`config.mk`:
```
export PLATFORM = sky130hd
export DESIGN_NAME = ripple_thresh_scaler
export DESIGN_NICKNAME = d
export VERILOG_FILES = /design/src/rtl/ripple_thresh_scaler.sv
export SDC_FILE = /design/constraint.sdc
export NUM_CORES = 1
export LEC_CHECK = 0
export BUFFER_PORTS_ARGS = -buffer_cell sky130_fd_sc_hd__buf_4
export CAP_MARGIN = 20
export CELL_PAD_IN_SITES_DETAIL_PLACEMENT = 1
export CELL_PAD_IN_SITES_GLOBAL_PLACEMENT = 1
export CORE_UTILIZATION = 48
export CTS_CLUSTER_DIAMETER = 30
export DETAILED_ROUTE_END_ITERATION = 8
export HOLD_SLACK_MARGIN = 0.03
export PLACE_DENSITY = 0.85
export SETUP_SLACK_MARGIN = 0.3
export SYNTH_ARGS = -nofsm -noshare
export SYNTH_HDL_FRONTEND = slang
export SYNTH_SLANG_ARGS = --single-unit
```
`constraint.sdc`:
```
create_clock -name clk -period 6.5 [get_ports clk]
set_input_delay 0.975 -clock clk [delete_from_list [all_inputs] [get_ports clk]]
set_output_delay 0.975 -clock clk [all_outputs]
set_load 0.02 [all_outputs]
```
`src/rtl/ripple_thresh_scaler.sv`:
```
module ripple_thresh_scaler #(
  parameter int THR_W = 8,
  parameter int CNT_W = 4
) (
  input  logic             clk,
  input  logic             rst_n,
  input  logic             start,
  input  logic [THR_W-1:0] thr_full,
  input  logic [CNT_W-1:0] n_total,
  input  logic [CNT_W-1:0] n_active,
  output logic [THR_W-1:0] thr_scaled,
  output logic             done,
  output logic             busy,
  output logic             err_zero
);
  localparam int NUM_W  = THR_W + CNT_W;
  localparam int STEP_W = $clog2(NUM_W + 1);

  logic [NUM_W-1:0]  quo;
  logic [CNT_W:0]    rem;
  logic [CNT_W-1:0]  div;
  logic [STEP_W-1:0] step;

  wire [CNT_W:0]   trial   = {rem[CNT_W-1:0], quo[NUM_W-1]};
  wire             take    = trial >= {1'b0, div};
  wire [CNT_W:0]   rem_nxt = take ? trial - {1'b0, div} : trial;
  wire [NUM_W-1:0] quo_nxt = {quo[NUM_W-2:0], take};
  wire [NUM_W-1:0] numer   = NUM_W'(thr_full) * NUM_W'(n_total)
                           + NUM_W'(n_active) - NUM_W'(1);
  wire             ovf     = |quo_nxt[NUM_W-1:THR_W];
  wire [THR_W-1:0] result  = ovf ? {THR_W{1'b1}} : quo_nxt[THR_W-1:0];

  always_ff @(posedge clk) begin
    if (!rst_n) begin
      quo        <= '0;
      rem        <= '0;
      div        <= '0;
      step       <= '0;
      busy       <= 1'b0;
      done       <= 1'b0;
      err_zero   <= 1'b0;
      thr_scaled <= '0;
    end else begin
      done <= 1'b0;
      if (busy) begin
        quo <= quo_nxt;
        rem <= rem_nxt;
        if (step == '0) begin
          busy       <= 1'b0;
          done       <= 1'b1;
          err_zero   <= 1'b0;
          thr_scaled <= result;
        end else begin
          step <= step - 1'b1;
        end
      end else if (start) begin
        if (n_active == '0) begin
          err_zero <= 1'b1;
          done     <= 1'b1;
        end else begin
          quo  <= numer;
          rem  <= '0;
          div  <= n_active;
          step <= STEP_W'(NUM_W - 1);
          busy <= 1'b1;
        end
      end
    end
  end
endmodule

```
Word-level counts from Yosys, hierarchy flattened
Index checks and enable logic that the tools add are counted.
Operators by class
  $add $sub $neg: 4
  multiply operators: 1
  div/mod/pow operators: 0
  $lt $le $gt $ge: 1
  equality and inequality tests: 3
  shift-type cells: 0
  multiplexer cells: 24
  bitwise gates (word level): 2
  reduce and logical (&&, ||, !) cells: 10
Operators with widths (count)
  12-bit 2-to-1 mux: 3
  4-bit 2-to-1 mux: 8
  12-bit by 4-bit adder with 12-bit output: 1
  8-bit by 4-bit multiplier with 12-bit output: 1
  1-bit 2-to-1 mux: 12
  12-bit by 1-bit subtractor with 12-bit output (second input constant): 1
  3-bit AND reduction: 3
  4-bit zero test: 2
  8-bit 2-to-1 mux: 1
  5-bit by 4-bit greater-or-equal comparator with 1-bit output: 1
  2-bit != test (second input constant): 2
  2-bit AND reduction: 2
  2-bit nonzero test: 2
  4-bit OR reduction: 1
  4-bit by 1-bit subtractor with 4-bit output (second input constant): 1
  4-bit subtractor: 1
  2-bit by 1-bit != test with 1-bit output (second input constant): 1
  1-bit inverter: 2
Storage, ports and cells
  register bits after elaboration: 35
  bits in latches: 0
  bits in writable memories: 0
  ROM bits: 0
  output and inout bits: 11
  word-level logic and storage cells: 53
  memories: 0

Depth between registers and ports, before layout
  depth in word-level cells: 6
  mapped depth: 14
  mapped depth without buffers: 13

Least setup slack after synthesis
OpenSTA, ideal clock, no wires.
  path type: input-to-reg
  start point: input port n_total[3]
  end point: register quo[8]
  library setup time: 122 ps
  arrival time: 3999 ps
  path slack: 2379 ps
  cell stages on the path: 12
  buffers on the path: 1
  path through: clkbuf_1 -> nand2_1 -> ha_1 -> fa_1 -> fa_1 -> inv_1 -> fa_1 -> a211oi_1 -> nor2_1 -> o21ai_0 -> a2111oi_0 -> a221o_1
Between the ends
  word-level cells in the longest chain between the ends: 6
Ends and longest elaborated chain
  from (decl): line 9  | input logic [CNT_W-1:0] n_total,
  8-bit by 4-bit multiplier with 12-bit output: line 28  | wire [NUM_W-1:0] numer = NUM_W'(thr_full) * NUM_W'(n_total)
  12-bit by 4-bit adder with 12-bit output: line 29  | + NUM_W'(n_active) - NUM_W'(1);
  12-bit by 1-bit subtractor with 12-bit output: line 29
  12-bit 2-to-1 mux: line 57  | if (n_active == '0) begin
  12-bit 2-to-1 mux: line 56  | end else if (start) begin
  12-bit 2-to-1 mux: line 45  | if (busy) begin
  to (signal assigned): line 46  | quo <= quo_nxt;
  to (signal assigned): line 61  | quo <= numer;
  to (decl): line 19  | logic [NUM_W-1:0] quo;
No other way between the ends. The select of a mux whose other input is x is not followed.
A chain may end at the register's enable or synchronous reset.

Worst setup path after layout
  start point: input port n_total[1]
  end point: register quo[8]
Same word-level chain as after synthesis.

==> summary.md <==
| Metric | Value |
|---|---|
| Most used cell, CP | fa_1 |
| Fraction of registers with async set/reset | 0 |
| Maximum VDD drop | 0.174 mV |
| Distinct cells, synth | 49 |
| Max FO, Critical Path | 8 |
| Number of gates resized after cts | 0 |
| Setup violators final | 0 |
| Detailed Route WL | 6.61 mm |
| Setup crit end kind | register |
| CP bufs+invs | 3 |
| Port Buf Inserts | 29 |
| Relative slew slack | 0.490 |
| Height of the die | 78.4 microns |
| Top FF cell, synth | dfxtp_1 |
| Min-delay worst type | reg2reg |
| DP Wirelength | 5.45 mm |
| Via density | about 5.6 |
| Status | completed |
| Share of cells above drive strength 1 | 0.146 |
| H-tree depth | 2 |
| Post-DRT Antenna Nets | 0 |
| DIE WIDTH | 78.4 microns |
| Initial antenna violation count | 0 |
| RSZ-0062 raised after global routing | no |
| Layout area overhead | 13.0% |
| Initial Utilization | 0.502 |
| Syn Nets | about 390 |
| Lkg Pwr | 0.00150 uW |
| GRT Total Usage | 0.241 |
| Slowest cell on the critical path | fa_1 |
| Final worst-path cycle share | 0.637 |
| Number of diodes | 0 |
| Crit path cell chain | buf_4 > and2_1 > fa_1 > ha_1 > inv_1 > fa_1 > inv_1 > ha_1 > fa_1 > a211oi_1 > nor2_1 > o21ai_0 > a2111oi_0 > a221o_1 |
| Drt first pass iters | 6 |
| Worst skew pair latency | 300 ps |
| Post-DR wirelength/cell | ~16 microns |
| Number of I/O pins | 30 |
| FF/Latch Area | about 700 sq um |
| Net count, final | 418 |
| Post-synthesis sequential area ratio | 0.250 |
| Largest net degree at the start of global routing | 24 |
| Setup TNS | 0 ps |
| CTS Buffer Depth | 2 |
| Peak per-stage delay on the critical path | 520 ps |
| Worst Max-Slew Pin Slew | 765 ps |
| Total power | 889 uW |
| Postcts setup bufs | 0 |
| Critical path class | in2reg |
| First-pass GRT wire length | 11.4 mm |
| Rows | 27 |
| Synth Instances | 324 |
| Residual DRC | 0 |
| Fillers | 688 |
| P per Cell Area | approximately 280 nW/um^2 |
| Post-synth EDFFs | 0 |
| Fmax achieved | roughly 240 MHz |
| Area leader, netlist | dfxtp_1 |
| Req. time, crit path | between 6000 and 7000 ps |
| Die Area | 6140 sq um |
| GRT overflow | 0 |
| Multi-input logic area | 1840 sq um |
| Final Max Slew Viols | 0 |
| Num CTS Buffers | 5 |
| Initial drt markers | 82 |
| Worst setup SP type | primary input |
| Via total after detailed routing | 2377 |
| Mean Syn Cell Area | 8.64 sq um |
| Post-Syn Area | 2800 sq um |
| Hold_buf cts | 0 |
| Vias in the first global route | 2500 |
| Root Driver | clkbuf_8 |
| Global placement routability congestion | 0.786 |
| CTS clock-pin slew for the worst setup and hold paths | 80 ps |
| Fin. Hold Viols | 0 |
| Post-synth top area share | 0.250 |
| CTS tree | yes |
| Worst Skew | 9.33 ps |
| Worst endpoint data arrival time | about 4300 ps |
| Ranking of synthesized cells by area | dfxtp_1, ha_1, fa_1 |
| Clock sink count | 35 |
| Max Cap Viol | 0 |
| CP delay by family, top | adder cells |
| #FFs+latches synth | 35 |
| Crit path time final | 4140 ps |
| Core area | 5570 sq um |
| Yosys Warn Count | 0 |
| Post-layout util | 0.568 |
## cells in the mapped netlist (5+ instances only)
cell      instances
inv_1            54
dfxtp_1          35
ha_1             32
nand2_1          32
nor2_1           22
fa_1             19
and2_1           14
o21ai_0          13
a21oi_1          11
clkbuf_1          8
nor3_1            8
o221a_2           7
a211oi_1          5
a222oi_1          5
a22oi_1           5
nand3_1           5
xor2_1            5
## flip-flops by register name, indices dropped and copies added, names as in the netlist
name        flops
rem             4
thr_scaled      8
div             4
quo            12
step            4
err_zero        1
done            1
busy            1
## placed cells by master, fill, tap and decap left out, types with 3 or more instances in the layout
cell type	Yosys	layout
inv_1	54	54
nor2_1	22	22
clkbuf_8	0	5
a21oi_1	11	11
a21o_1	3	3
fa_1	19	19
buf_4	0	29
dfxtp_1	35	35
o21ai_0	13	13
a22oi_1	5	5
a222oi_1	5	5
nor3_1	8	8
nand2_1	32	32
a211oi_1	5	5
and2_1	14	14
nor4_1	3	3
xor2_1	5	5
ha_1	32	32
nand3_1	5	5
o221a_2	7	7
## logic make-up after synthesis
family	count (synthesis)	share of synthesized area
compound gates	68	0.184
xor+xnor	6	0.0188
buf+inv	66	0.0920
fa+ha+maj	51	0.279
mux	3	0.0112
simple gates	95	0.165
flops	35	0.250
## cell type report
type | instances | share of cell area
Clock buffer | 5 | 0.0217
Clock inverter | 3 | 0.0138
Sequential cell | 35 | 0.221
Inverter | 54 | 0.0640
Multi-Input combinational cell | 223 | 0.582
Timing Repair Buffer | 29 | 0.0688
Tap cell | 72 | 0.0285
## routing by layer
metal | global-route usage | wire, microns | vias to the layer above
li1 | - | - | 1160
met4 | 0.100 | 177 | 0
met2 | 0.436 | 3430 | 45
met1 | 0.279 | 2830 | 1160
met3 | 0.0384 | 177 | 12
met5 | 0 | 0 | -
## through the flow
stage | cells | worst slack, ps | hold slack [ps] | area, sq um
floorplan | 324 | 2380 | 436 | 2800
global placement | 413 | 2200 | 444 | 3050
detailed placement | 413 | 2060 | 469 | 3050
CTS | 421 | 2370 | 480 | 3170
global route | 421 | 2200 | 504 | 3170
finish | 421 | 2360 | 477 | 3170
## final timing paths
| kind | startpoint | endpoint | slack (ps) | cells past startpoint |
|---|---|---|---|---|
| setup / recovery | n_total[1] | quo[8] | 2360 | 14 |
| hold / removal | div[1] | div[1] | 480 | 2 |
| setup reg to reg | busy | quo[8] | 4350 | 4 |
| hold reg to reg | div[1] | div[1] | 480 | 2 |
## where the power goes
part           internal (uW)  switching (uW)
clock network            114            82.1
logic                    180             237
registers                247            29.0
## worst register-to-register path, stage by stage (launching register included)
cell and delay [ps]:
dfxtp_1 550, nor2b_1 490, nand2_1 340, a2111oi_0 530
a221o_1 190
Power figures use the tool's default switching activity.
